$ cat src/rtl/sched_pkg.sv
package sched_pkg;

  typedef enum logic [2:0] {
    S_IDLE, S_ISSUE, S_FIRE_UP, S_WAIT_UP, S_FIRE_DN, S_WAIT_DN, S_SWAP
  } sched_state_t;

  // strobes from control to the ping-pong buffer
  typedef struct packed {
    logic swapHalves;
    logic readArmed;
  } buf_stb_t;

  function automatic int gcdOf(int a, int b);
    int x;
    int y;
    int t;
    x = a;
    y = b;
    while (y != 0) begin
      t = x % y;
      x = y;
      y = t;
    end
    return x;
  endfunction

endpackage

$ cat src/rtl/sched_pingpong_buf.sv
module sched_pingpong_buf
  import sched_pkg::*;
#(
  parameter int DATA_W = 16,
  parameter int ITEMS  = 6,
  parameter int PTR_W  = 3
) (
  input  logic              clk,
  input  logic              rstN,
  input  buf_stb_t          stb,
  input  logic              pushEn,
  input  logic [DATA_W-1:0] pushData,
  input  logic              popEn,
  output logic [DATA_W-1:0] popData,
  output logic [PTR_W-1:0]  wrPtr,
  output logic [PTR_W-1:0]  rdPtr
);
  localparam int SLOTS = 2 * ITEMS;
  localparam int AW    = $clog2(SLOTS);

  logic [DATA_W-1:0] mem [SLOTS];
  logic              wrHalf;
  logic [AW-1:0]     wrAddr;
  logic [AW-1:0]     rdAddr;
  logic              wrRoom;
  logic              rdLeft;

  assign wrRoom = wrPtr < PTR_W'(ITEMS);
  assign rdLeft = rdPtr < PTR_W'(ITEMS);
  assign wrAddr = wrHalf ? AW'(ITEMS) + AW'(wrPtr) : AW'(wrPtr);
  assign rdAddr = wrHalf ? AW'(rdPtr) : AW'(ITEMS) + AW'(rdPtr);

  always_ff @(posedge clk) begin
    if (!rstN) begin
      wrHalf <= 1'b0;
      wrPtr  <= '0;
      rdPtr  <= '0;
    end else if (stb.swapHalves) begin
      wrHalf <= ~wrHalf;
      wrPtr  <= '0;
      rdPtr  <= '0;
    end else begin
      if (pushEn && wrRoom) wrPtr <= wrPtr + 1'b1;
      if (popEn && rdLeft && stb.readArmed) rdPtr <= rdPtr + 1'b1;
    end
  end

  always_ff @(posedge clk) begin
    if (pushEn && wrRoom && !stb.swapHalves) mem[wrAddr] <= pushData;
  end

  assign popData = rdLeft ? mem[rdAddr] : '0;

endmodule

$ cat src/rtl/sched_ctrl_fsm.sv
module sched_ctrl_fsm
  import sched_pkg::*;
#(
  parameter int UP_FIRES = 3,
  parameter int DN_FIRES = 2
) (
  input  logic     clk,
  input  logic     rstN,
  input  logic     run,
  input  logic     upDone,
  input  logic     downDone,
  output logic     upFire,
  output logic     downFire,
  output buf_stb_t stb
);
  localparam int MAXF  = (UP_FIRES > DN_FIRES) ? UP_FIRES : DN_FIRES;
  localparam int CNT_W = $clog2(MAXF + 1);

  sched_state_t state, stateNxt;
  logic [CNT_W-1:0] upCnt, dnCnt;
  logic primed;
  logic upLeft, dnLeft, pickUp, periodDone;

  assign upLeft     = upCnt < CNT_W'(UP_FIRES);
  assign dnLeft     = dnCnt < CNT_W'(DN_FIRES);
  assign periodDone = !upLeft && !dnLeft;
  // interleave: upstream goes first whenever it is not ahead of downstream
  assign pickUp     = upLeft && (!dnLeft || (upCnt <= dnCnt));

  always_comb begin
    stateNxt = state;
    unique case (state)
      S_IDLE:    if (run) stateNxt = S_ISSUE;
      S_ISSUE: begin
        if (periodDone)  stateNxt = S_SWAP;
        else if (pickUp) stateNxt = S_FIRE_UP;
        else if (primed) stateNxt = S_FIRE_DN;
      end
      S_FIRE_UP: stateNxt = S_WAIT_UP;
      S_WAIT_UP: if (upDone) stateNxt = S_ISSUE;
      S_FIRE_DN: stateNxt = S_WAIT_DN;
      S_WAIT_DN: if (downDone) stateNxt = S_ISSUE;
      S_SWAP:    stateNxt = run ? S_ISSUE : S_IDLE;
      default:   stateNxt = S_IDLE;
    endcase
  end

  always_ff @(posedge clk) begin
    if (!rstN) begin
      state  <= S_IDLE;
      upCnt  <= '0;
      dnCnt  <= '0;
      primed <= 1'b0;
    end else begin
      state <= stateNxt;
      if (state == S_WAIT_UP && upDone) upCnt <= upCnt + 1'b1;
      if (state == S_WAIT_DN && downDone) dnCnt <= dnCnt + 1'b1;
      // warm-up: downstream slot in the period is skipped, read half is empty
      if (state == S_ISSUE && !periodDone && !pickUp && !primed)
        dnCnt <= dnCnt + 1'b1;
      if (state == S_SWAP) begin
        upCnt  <= '0;
        dnCnt  <= '0;
        primed <= 1'b1;
      end
    end
  end

  assign upFire         = state == S_FIRE_UP;
  assign downFire       = state == S_FIRE_DN;
  assign stb.swapHalves = state == S_SWAP;
  assign stb.readArmed  = primed;

endmodule

$ cat src/rtl/static_sched_ctrl.sv
module static_sched_ctrl
  import sched_pkg::*;
#(
  parameter int DATA_W   = 16,
  parameter int PUSH_PER = 2,
  parameter int POP_PER  = 3
) (
  input  logic              clk,
  input  logic              rstN,
  input  logic              run,
  output logic              upFire,
  input  logic              upDone,
  output logic              downFire,
  input  logic              downDone,
  input  logic              pushEn,
  input  logic [DATA_W-1:0] pushData,
  input  logic              popEn,
  output logic [DATA_W-1:0] popData
);
  localparam int ITEMS    = PUSH_PER * POP_PER / gcdOf(PUSH_PER, POP_PER);
  localparam int UP_FIRES = ITEMS / PUSH_PER;
  localparam int DN_FIRES = ITEMS / POP_PER;
  localparam int PTR_W    = $clog2(ITEMS + 1);

  buf_stb_t         stb;
  logic [PTR_W-1:0] dpWrPtr;
  logic [PTR_W-1:0] dpRdPtr;

  sched_ctrl_fsm #(.UP_FIRES(UP_FIRES), .DN_FIRES(DN_FIRES)) ctl (
    .clk(clk), .rstN(rstN), .run(run), .upDone(upDone), .downDone(downDone),
    .upFire(upFire), .downFire(downFire), .stb(stb)
  );

  sched_pingpong_buf #(.DATA_W(DATA_W), .ITEMS(ITEMS), .PTR_W(PTR_W)) dp (
    .clk(clk), .rstN(rstN), .stb(stb), .pushEn(pushEn), .pushData(pushData),
    .popEn(popEn), .popData(popData), .wrPtr(dpWrPtr), .rdPtr(dpRdPtr)
  );

endmodule

$ cat config.mk
export PLATFORM = sky130hd
export DESIGN_NAME = static_sched_ctrl
export DESIGN_NICKNAME = d
export VERILOG_FILES = /design/src/rtl/sched_pkg.sv /design/src/rtl/sched_pingpong_buf.sv /design/src/rtl/sched_ctrl_fsm.sv /design/src/rtl/static_sched_ctrl.sv
export SDC_FILE = /design/constraint.sdc
export NUM_CORES = 1
export LEC_CHECK = 0
export ABC_AREA = 1
export BUFFER_PORTS_ARGS = -buffer_cell sky130_fd_sc_hd__buf_2
export CAP_MARGIN = 20
export CORE_MARGIN = 10
export CORE_UTILIZATION = 60
export CTS_CLUSTER_SIZE = 14
export DETAILED_ROUTE_END_ITERATION = 16
export GPL_ROUTABILITY_DRIVEN = 0
export GPL_TIMING_DRIVEN = 1
export HOLD_SLACK_MARGIN = 0.08
export PLACE_DENSITY = 0.82
export SLEW_MARGIN = 20
export SYNTH_ARGS = -nofsm -noshare
export SYNTH_HDL_FRONTEND = slang
export SYNTH_HIERARCHICAL = 1
export SYNTH_SLANG_ARGS = --single-unit
$ cat constraint.sdc
create_clock -name clk -period 4.1 [get_ports clk]
set_input_delay 0.82 -clock clk [delete_from_list [all_inputs] [get_ports clk]]
set_output_delay 0.82 -clock clk [all_outputs]
set_load 0.02 [all_outputs]
# [Yosys cells after proc, flatten, opt, wreduce, memory -nomap -nowiden]
# Memories as Yosys holds them, arrays and structs flattened.
# Index checks and enable logic that the tools add are counted.
# Widths: inputs -> output; s select.
[totals] mem_count=1 in_bits=23 out_inout_bits=18 latchBits=0 rom_bits=0 regBits=15 word_cells=68 ram_bits=192
[mem_list] name="dp.mem" words=12 width=16 read_ports=1 rd_ports_with_merged_regs=0 wr=1 line_no="sched_pingpong_buf.sv:21" text="logic [DATA_W-1:0] mem [SLOTS];"
[op_classes] reduce_logical=22 n_bitwise=2 addsub=6 shifts=0 order_cmp=5 n_mux=15 div_mod_pow=0 mul=0 n_eq_ne=10
[ops] operator="$pmux 3 s7" n=1
[ops] operator="$mux 3" n=6
[ops] operator="$mux 16" n=1
[ops] operator="$logic_and 1x1->1" n=11
[ops] operator="$eq 3x3->1 const B" n=3
[ops] operator="$add 3x3->4 const A" n=2
[ops] operator="$mux 4" n=2
[ops] operator="$add 3x1->3 const B" n=2
[ops] operator="$eq 3x2->1 const B" n=2
[ops] operator="$logic_not 1->1" n=6
[ops] operator="$lt 3x3->1 const B" n=2
[ops] operator="$ne 2x2->1 const B" n=3
[ops] operator="$add 2x1->2 const B" n=2
[ops] operator="$lt 2x2->1 const B" n=2
[ops] operator="$mux 2" n=2
[ops] operator="$ne 4x1->1 const B" n=1
[ops] operator="$reduce_and 4->1" n=1
[ops] operator="$eq 3x1->1 const B" n=1
[ops] operator="$logic_not 3->1" n=1
[ops] operator="$mux 1" n=3
[ops] operator="$le 2x2->1" n=1
[ops] operator="$not 1->1" n=2
[ops] operator="$reduce_bool 2->1" n=1
[ops] operator="$reduce_or 2->1" n=1
[ops] operator="$logic_or 1x1->1" n=1

# [Depth between registers and ports, before layout]
# Gate-level depths: netlist of the first run.
[logic_depth] ltp_word=8 ltp_mapped=12 mapped_depth_nobuf=12

# [Cells and area by module]
# The synthesis of the first run kept the hierarchy.
[by_module_without_submodules] module="sched_pingpong_buf" cells_each=852 area_each_um2=8622.0 seq_area_each_um2=5905.7 instances=1
[by_module_without_submodules] module="sched_ctrl_fsm" cells_each=85 area_each_um2=550.5 seq_area_each_um2=160.2 instances=1

# [Worst setup path before layout of the first run]
# No wires, ideal clock.
[synth_timing] path_kind="reg2out" from="register dp.rdPtr[1]" to="output popData[3]" path_stages_with_launch=10 required_time_ns=3.280 path_buffers=2 arrival_ns=1.778 path_slack_ns=1.502 cell_sequence="dfxtp_1 > inv_2 > clkbuf_1 > ha_1 > o21ai_2 > buf_2 > nand2_1 > nand3_1 > nand2_1 > inv_1"
[synth_between] elab_chain_len=4 word_cells_on_any_way=5 cone_classes="1 x add/sub; 1 x order compare; 2 x mux; 1 x memory"
[synth_rtl] item="start: declaration" line_no="sched_pingpong_buf.sv:16" text="output logic [PTR_W-1:0] rdPtr"
[synth_rtl] item="start signal: assignment" line_no="sched_pingpong_buf.sv:44" text="if (popEn && rdLeft && stb.readArmed) rdPtr <= rdPtr + 1'b1;"
[synth_rtl] item="$add 3x3->4" line_no="sched_pingpong_buf.sv:31" text="assign rdAddr = wrHalf ? AW'(rdPtr) : AW'(ITEMS) + AW'(rdPtr);"
[synth_rtl] item="$mux 4" line_no="sched_pingpong_buf.sv:31"
[synth_rtl] item="$mem_v2 12x16"
[synth_rtl] item="$mux 16 *" line_no="sched_pingpong_buf.sv:52" text="assign popData = rdLeft ? mem[rdAddr] : '0;"
[synth_rtl] item="end: declaration" line_no="static_sched_ctrl.sv:18" text="output logic [DATA_W-1:0] popData"
# Every way passes the cells marked *; elsewhere a longest branch is shown, timed or not.

# [Final worst setup path of the first run]
[layout_timing] from="register dp.rdPtr[1]" to="output popData[14]"
# The elaborated chain is that of the path after synthesis.

==> results.env, run 1 <==
RR_ENDPOINT='dp/mem[9][10]'
POWER.INTERNAL_mW=3.68
CRITICAL_PATH.SLOWEST_CELL='o21ai_2'
IO_PINS=41
ROOT_BUF_CELL='clkbuf_16'
CTS_SINKS=207
HTREE_LEVELS=1
CLOCK_INSERTION_DELAY_WORST_SKEW_PS=490
R2R.WORST_PATH.CELLS=6
DR.PASS1.ITERS=5
DRT_FIRST_ITER_VIOLATIONS=626
SYNTHESIS.AREA_MM2=0.00917
SETUP_REPAIR_AFTER_GLOBAL_ROUTING_MISSED_ITS_MARGIN='false'
FIRST_PASS_GRT_WIRE_LENGTH_MM=31.1
CRIT_PATH_CELL_TRACE='inv_2 > ha_1 > o21ai_2 > inv_2 > nand3_1 > nand2_1 > nor2_1 > nor2_1 > buf_2'
RUN_STATUS='finished, final reports clean'
POST-CTS-SETUP-BUFFERS=0
VIASPERCELL=5.38
WORST-SETUP-PATH-TYPE='reg2out'
DIEHEIGHT_UM=144
REG2REG_SETUP_SLACK_PS=1730
CTS.REPAIR.RESIZED=0
NUM_ROWS=45
INITIAL_CORE_UTIL=0.608
CTS_TREE='built'
FF_LATCH_COUNT_SYNTH=207
WORST_SETUP_PATH_END_KIND='primary output'
NETS=1011
CLKTRANSATPATHREGS_PS=60
GLOBALROUTE.TOTALOVERFLOW=0
TIMING_MAX_TRANSITION_VIOLATIONS_FINAL=0
SETUP_TNS_PS=0
FINAL-SETUP-VIOL-COUNT=0
WORST_HOLD_PATH_TYPE='reg2reg'
MAXIMUM_NUMBER_OF_PINS_ON_ONE_NET_BEFORE_GLOBAL_ROUTE_REPAIR=72
YOSYS.CELL_TYPES.COUNT=28
CTS_HOLD_BUFFERS=0
SHORTEST_PERIOD_THE_WORST_PATH_ALLOWS_PS=3930
CTSLONGESTPATHBUFFERS=3
SWITCHING_SHARE=0.263
FINAL_ANTENNA_NET_COUNT=0
SYNTH_WARNINGS=6
PORTBUFFERS=40
YOSYSSEQAREASHARE=0.661
P_LEAK_nW=4.43
MAX_SLEW.WORST_PIN.SLEW_PS=1010
FIRST_GLOBAL_VIAS=6076
TIMING.MAX_CAP.VIOLATIONS=0
CP.ARRIVAL_PS=3110
ROUTED-VIA-COUNT=6340
FINAL-HOLD-VIOLATION-COUNT=0
COMB_POWER_SHARE=0.151
CLOCK.FMAX_GHz=0.254
DIE-AREA_MM2=0.0206
SYN2LAYOUT_AREA_GROWTH_PCT=10.7
SYNTHFLOPTYPE='edfxtp_1'
FILL_CELLS=1117
POST_ROUTE_DRC_VIOLATION_COUNT=0
TIMING.CRITICAL_PATH.FROM_TYPE='flop'
CLOCK_POWER_SHARE=0.357
SYNTH.AVG_CELL_AREA_UM2=9.79
POST_ROUTE_CELLS_DRIVE_ABOVE_1_SHARE=0.110
SYNTH_NETS=969
SYN-INSTANCE-COUNT=937
PLACEABLECOREAREA_MM2=0.0151
DIE_W_UM=144
CRITICAL_PATH_PEAK_FANOUT=17
POWER_SWITCHING_mW=1.31
NUMBER_OF_FLOPS_MAPPED_TO_ENABLE_CELLS_BY_YOSYS=192
STARTPOINT_OF_THE_WORST_SLACK_REG_TO_REG_TIMING_PATH='ctl/state[0]'
SYNTH_ASYNC_SR_FLOP_SHARE=0
POST-LAYOUT-TOTAL-POWER_mW=5.00
MAX_SLEW_MARGIN=0.325
PWR_DENSITY_mW_PER_MM2=492
VDD_IR_DROP_MAX_mV=0.431
SEQPWRFRAC=0.491
NUMBER_OF_CLOCK_BUFFERS_INSERTED_BY_TRITONCTS=21
CRITPATHREQUIREDTIME_PS=3280
GLOBAL_ROUTE.USAGE.TOTAL=0.193
WORST_HOLD_PATH.ENDPOINT='ctl/upCnt[0]'
NUMBER_OF_ANTENNA_VIOLATIONS_AT_THE_FIRST_CHECK_IN_GLOBAL_ROUTING=0
DP_HPWL_MM=12.0
DETAIL_ROUTE.WL_PER_CELL_UM=16.8
ROUTED_WIRELENGTH_MM=19.8
CRITICAL_PATH_MAX_STAGE_DELAY_PS=710
FINALCLOCKSKEW_PS=10.6
WHS_PATH_DEPTH=2
MIN_PERIOD_OVER_PERIOD=0.959
HOLD_PATH.STARTPOINT='ctl/upCnt[0]'
FINALCOREUTILIZATION=0.673
N_ANTENNA_CELL=0
[cells by family (layout without fill, tap and decap cells)]
kind of cell               count (synthesis)  count (layout)  share of synthesized area
adders and majority gates                  9               9                     0.0123
xor gates and xnor gates                   4               4                    0.00382
buffers and inverters                    116             170                     0.0592
DFF                                      207             207                      0.661
AOI/OAI and AO/OA                         32              32                     0.0179
and+or+nand+nor                          569             569                      0.246
[per-stage QoR]
stage / hold slack (ps) / setup WS (ps) / instances / instance area [µm²]
after floorplan: 456 / 1500 / 937 / 9170
after global placement: 472 / 870 / 1144 / 9520
after detailed placement: 480 / 745 / 1144 / 9520
after CTS: 488 / 233 / 1179 / 10200
after global routing: 506 / 21.1 / 1179 / 10200
final: 485 / 169 / 1179 / 10200
[synthesized netlist by cell type, types with 2 or more instances]
cell	instances	area share
nor3_1	3	0.0016
ha_1	9	0.012
buf_6	8	0.0098
clkbuf_1	4	0.0016
o21ai_1	2	0.0011
nor2_1	54	0.022
nand4_1	3	0.0020
edfxtp_1	192	0.63
o21ai_0	7	0.0038
buf_2	17	0.0093
nand3b_1	2	0.0016
nand2_2	5	0.0034
inv_2	6	0.0025
buf_4	7	0.0057
dfxtp_1	15	0.033
nand3_1	40	0.022
nor2_2	4	0.0027
xnor2_1	2	0.0019
inv_1	73	0.030
a21oi_1	22	0.012
nand2_1	454	0.19
xor2_1	2	0.0019
[layout make-up]
type | count | area [µm²] | area share
Sequential cell | 207 | 6070 | 0.598
Timing Repair Buffer | 56 | 333 | 0.0328
Clock buffer | 27 | 548 | 0.0540
Tap cell | 188 | 235 | 0.0232
Inverter | 79 | 297 | 0.0292
Multi-Input combinational cell | 614 | 2590 | 0.255
Clock inverter | 8 | 83.8 | 0.00826
[state kept, by name (all words and copies together) (netlist names)]
signal      flops
ctl/dnCnt       2
ctl/primed      1
ctl/state       3
ctl/upCnt       2
dp/mem        192
dp/rdPtr        3
dp/wrHalf       1
dp/wrPtr        3
[critical path: cells and delay by family (launching register included)]
family / cells / cell delay [ps]
flip-flops: 1 / 400
AND/OR/NAND/NOR: 4 / 440
buffers and inverters: 3 / 730
AO/OA/AOI/OAI: 1 / 710
adder cells (fa/ha/maj): 1 / 340
[cells in the final DEF (no fill, tap or decap)]
cell,instances
xor2_1,2
nor2_4,1
dfxtp_4,1
edfxtp_1,192
o21ai_1,2
o21ai_0,7
dfxtp_1,14
a21oi_1,22
buf_12,1
nor2_1,45
nor3b_1,1
nand2_2,5
nand2_1,454
bufinv_16,2
clkbuf_1,6
clkinv_1,5
ha_1,9
inv_1,73
o21ai_2,1
xnor2_1,2
nand3_2,1
clkinv_2,1
buf_4,15
nor3_1,3
nand2_4,1
nand3_1,40
inv_2,6
buf_2,40
clkbuf_16,21
nand4_1,3
nor2_2,13
nand3b_1,2
[routing by layer]
| metal | wire [µm] | vias to the layer above | share of wire | GRT usage |
|---|---|---|---|---|
| met1 | 8070 | 2937 | 0.41 | 0.244 |
| met2 | 9650 | 258 | 0.49 | 0.327 |
| met3 | 1530 | 44 | 0.077 | 0.0360 |
| met5 | 0 | - | 0 | 0 |
| met4 | 562 | 0 | 0.028 | 0.0693 |
| li1 | - | 3101 | - | - |
[power groups by stage]
stage	logic [mW]	registers [mW]	clock network, mW
floorplan	0.536	2.48	0
global placement	0.731	2.49	0
detailed placement	0.751	2.50	0
CTS	0.757	2.45	1.81
global route	0.848	2.46	1.89
finish	0.757	2.45	1.79
[how the worst max path moves through the flow]
stage,startpoint,endpoint,slack (ps),cells after the start
CTS,dp/rdPtr[1],popData[14],230,9
floorplan,dp/rdPtr[1],popData[3],1500,9
global route,dp/rdPtr[1],popData[14],20,9
finish,dp/rdPtr[1],popData[14],170,9
detailed placement,dp/rdPtr[1],popData[14],750,9
global placement,dp/rdPtr[1],popData[14],870,9
(Power assumes the default switching activity.)
==> inputs of run 2 (changes only) <==
GPL_ROUTABILITY_DRIVEN = default   (was 0)
SYNTH_HIERARCHICAL = default   (was 1)
==> results.env, run 2 <==
TIMING.CRITICAL_PATH.FROM_TYPE='flop'
CLKTRANSATPATHREGS_PS=60
REGISTER_WITH_THE_HIGHEST_FLOP_COUNT='dp.mem'
COMB_POWER_SHARE=0.137
FIRST_PASS_GRT_WIRE_LENGTH_MM=32.6
HOLD_PATH.STARTPOINT='ctl.upCnt[1]'
POST-CTS-SETUP-BUFFERS=0
CP.ARRIVAL_PS=2730
CLOCK.FMAX_GHz=0.281
VIASPERCELL=5.77
NUMBER_OF_ANTENNA_VIOLATIONS_AT_THE_FIRST_CHECK_IN_GLOBAL_ROUTING=1
SYNTH_TOP_CELL_AREA_SHARE=0.646
SYNTHFLOPTYPE='edfxtp_1'
HTREE_LEVELS=1
MAX_SLEW.WORST_PIN.SLEW_PS=884
DR.PASS1.ITERS=5
SETUP_REPAIR_AFTER_GLOBAL_ROUTING_MISSED_ITS_MARGIN='false'
SYNTH_ASYNC_SR_FLOP_SHARE=0
WORST-SETUP-PATH-TYPE='reg2out'
INITIAL_CORE_UTIL=0.614
LAYOUT.CELLS.MOST_COMMON_LIST='nand2_1, edfxtp_1, nor2_1'
SYNTH_TOP_CELL_BY_AREA='edfxtp_1'
STARTPOINT_OF_THE_WORST_SLACK_REG_TO_REG_TIMING_PATH='dp.wrPtr[1]'
SEQPWRFRAC=0.491
SYN-INSTANCE-COUNT=840
NUMBER_OF_CLOCK_BUFFERS_INSERTED_BY_TRITONCTS=21
PWR_DENSITY_mW_PER_MM2=500
GLOBAL_ROUTE.USAGE.TOTAL=0.204
FINALCLOCKSKEW_PS=20.3
FINAL_CELL_AREA_MM2=0.00992
POST-LAYOUT-TOTAL-POWER_mW=4.96
FINAL-SETUP-VIOL-COUNT=0
POWER_SWITCHING_mW=1.28
NUMBER_OF_FLOPS_MAPPED_TO_ENABLE_CELLS_BY_YOSYS=192
CTS_TREE='built'
ROOT_BUF_CELL='clkbuf_16'
LARGEST_REGISTER_FF_COUNT=192
POST_ROUTE_DRC_VIOLATION_COUNT=0
DIE_W_UM=142
FIRST_GLOBAL_VIAS=6145
POST_ROUTE_CELLS_DRIVE_ABOVE_1_SHARE=0.118
SYNTH_WARNINGS=0
CTS_SINKS=207
MIN_PERIOD_OVER_PERIOD=0.866
FF_LATCH_COUNT_SYNTH=207
MAX_SLEW_MARGIN=0.409
CTS_HOLD_BUFFERS=0
ROUTED-VIA-COUNT=6238
CLOCK_INSERTION_DELAY_WORST_SKEW_PS=480
FINAL_ANTENNA_NET_COUNT=0
DIE-AREA_MM2=0.0201
GLOBALROUTE.TOTALOVERFLOW=0
SETUP_TNS_PS=0
CTS.REPAIR.RESIZED=0
SYNTH_MOST_COMMON_CELL='nand2_1'
SYNTH_COMMON_CELLS='nand2_1, edfxtp_1, nor2_1'
RR_ENDPOINT='dp.mem[11][7]'
CRITPATHREQUIREDTIME_PS=3280
SHORTEST_PERIOD_THE_WORST_PATH_ALLOWS_PS=3550
SYNTHESIS.AREA_MM2=0.00892
WORST_HOLD_PATH_TYPE='reg2reg'
YOSYS.CELL_TYPES.COUNT=30
P_LEAK_nW=3.98
SWITCHING_SHARE=0.257
SYNTH_NETS=872
FINAL-HOLD-VIOLATION-COUNT=0
PLACEABLECOREAREA_MM2=0.0145
DP_HPWL_MM=11.9
WORST_HOLD_PATH.ENDPOINT='ctl.upCnt[1]'
CRITICAL_PATH_PEAK_FANOUT=17
DRT_FIRST_ITER_VIOLATIONS=650
POWER.INTERNAL_mW=3.68
VDD_IR_DROP_MAX_mV=0.338
CLOCK_POWER_SHARE=0.371
MAXIMUM_NUMBER_OF_PINS_ON_ONE_NET_BEFORE_GLOBAL_ROUTE_REPAIR=83
SYNTH.AREA.TOP_CELLS='edfxtp_1, nand2_1, nand3_1'
IO_PINS=41
NETS=916
PLACEDINSTANCEAREA_MM2=0.00925
NUM_ROWS=44
WORST_SETUP_PATH_END_KIND='primary output'
CTSLONGESTPATHBUFFERS=3
WHS_PATH_DEPTH=2
MOSTFREQUENTLAYOUTCELL='nand2_1'
TIMING.MAX_CAP.VIOLATIONS=0
DETAIL_ROUTE.WL_PER_CELL_UM=19.3
REG2REG_SETUP_SLACK_PS=1500
R2R.WORST_PATH.CELLS=7
PORTBUFFERS=40
TIMING_MAX_TRANSITION_VIOLATIONS_FINAL=0
DIEHEIGHT_UM=142
PLACER_CONGESTION_ESTIMATE=0.794
SYNTH.AVG_CELL_AREA_UM2=10.6
RUN_STATUS='finished, final reports clean'
ROUTED_WIRELENGTH_MM=20.9
YOSYSSEQAREASHARE=0.680
SYN2LAYOUT_AREA_GROWTH_PCT=11.2
[run 2: cell count changes in the layout (fill, tap and decap cells not counted), moves of 5 or more]
cell,before,now
o21ai_1,2,7
inv_2,6,0
nor2_2,13,4
o21ai_0,7,27
nor2_1,45,103
inv_1,73,43
nand2_1,454,272
nand3_1,40,81
[run 2: worst max path at each step]
stage                      startpoint             to  slack, ps
after floorplan                pushEn  dp.mem[11][0]       1630
after global routing      dp.rdPtr[2]     popData[3]        330
after global placement    dp.rdPtr[1]     popData[2]       1130
after detailed placement  dp.rdPtr[1]     popData[3]       1080
after CTS                 dp.rdPtr[1]     popData[3]        540
final                     dp.rdPtr[1]     popData[3]        550
[run 2: layer usage]
| metal | vias up | global-route usage | routed length [µm] |
|---|---|---|---|
| met4 | 0 | 0.0882 | 775 |
| met3 | 61 | 0.0411 | 2110 |
| met5 | - | 0 | 0 |
| met1 | 2940 | 0.254 | 7720 |
| met2 | 332 | 0.339 | 10300 |
| li1 | 2905 | - | - |
[run 2: worst max-delay path, cell delays in order (launching register included)]
cell and delay [ps]:
dfxtp_1 370, inv_4 70, ha_1 220, nor2_4 450
inv_1 510, nand2_1 190, nor2_1 70, nor2_1 160
buf_2 200
[run 2: layout make-up]
type	instances	area [µm²]
flip-flops and latches	207	6070
fillers	1024	4620
multi-input cells	549	2420
clock buffers	26	564
repair buffers	58	348
well taps	184	230
inverters	47	186
clock inverters	9	97.6
diodes	1	2.50
[run 2: cells by family after synthesis]
group,share of synthesized area
AND/OR/NAND/NOR,0.221
flip-flops,0.680
buffers and inverters,0.0495
AO/OA/AOI/OAI,0.0341
adder cells (fa/ha/maj),0.0126
XOR/XNOR,0.00295
[run 2: power by group through the flow]
stage	combinational, mW	clock [mW]	sequential [mW]
2_1_floorplan	0.484	0	2.47
3_3_place_gp	0.655	0	2.47
3_5_place_dp	0.673	0	2.48
4_1_cts	0.681	1.86	2.44
5_1_grt	0.758	1.95	2.44
6_report	0.682	1.84	2.44
[run 2: through the flow]
step / setup WS [ps] / std cells / hold WS (ps) / utilization
after global routing: 327 / 1080 / 517 / 0.682
after global placement: 1130 / 1045 / 477 / 0.637
after floorplan: 1630 / 840 / 460 / -
final: 547 / 1081 / 488 / 0.682
after CTS: 541 / 1080 / 491 / 0.682
after detailed placement: 1080 / 1045 / 482 / 0.637
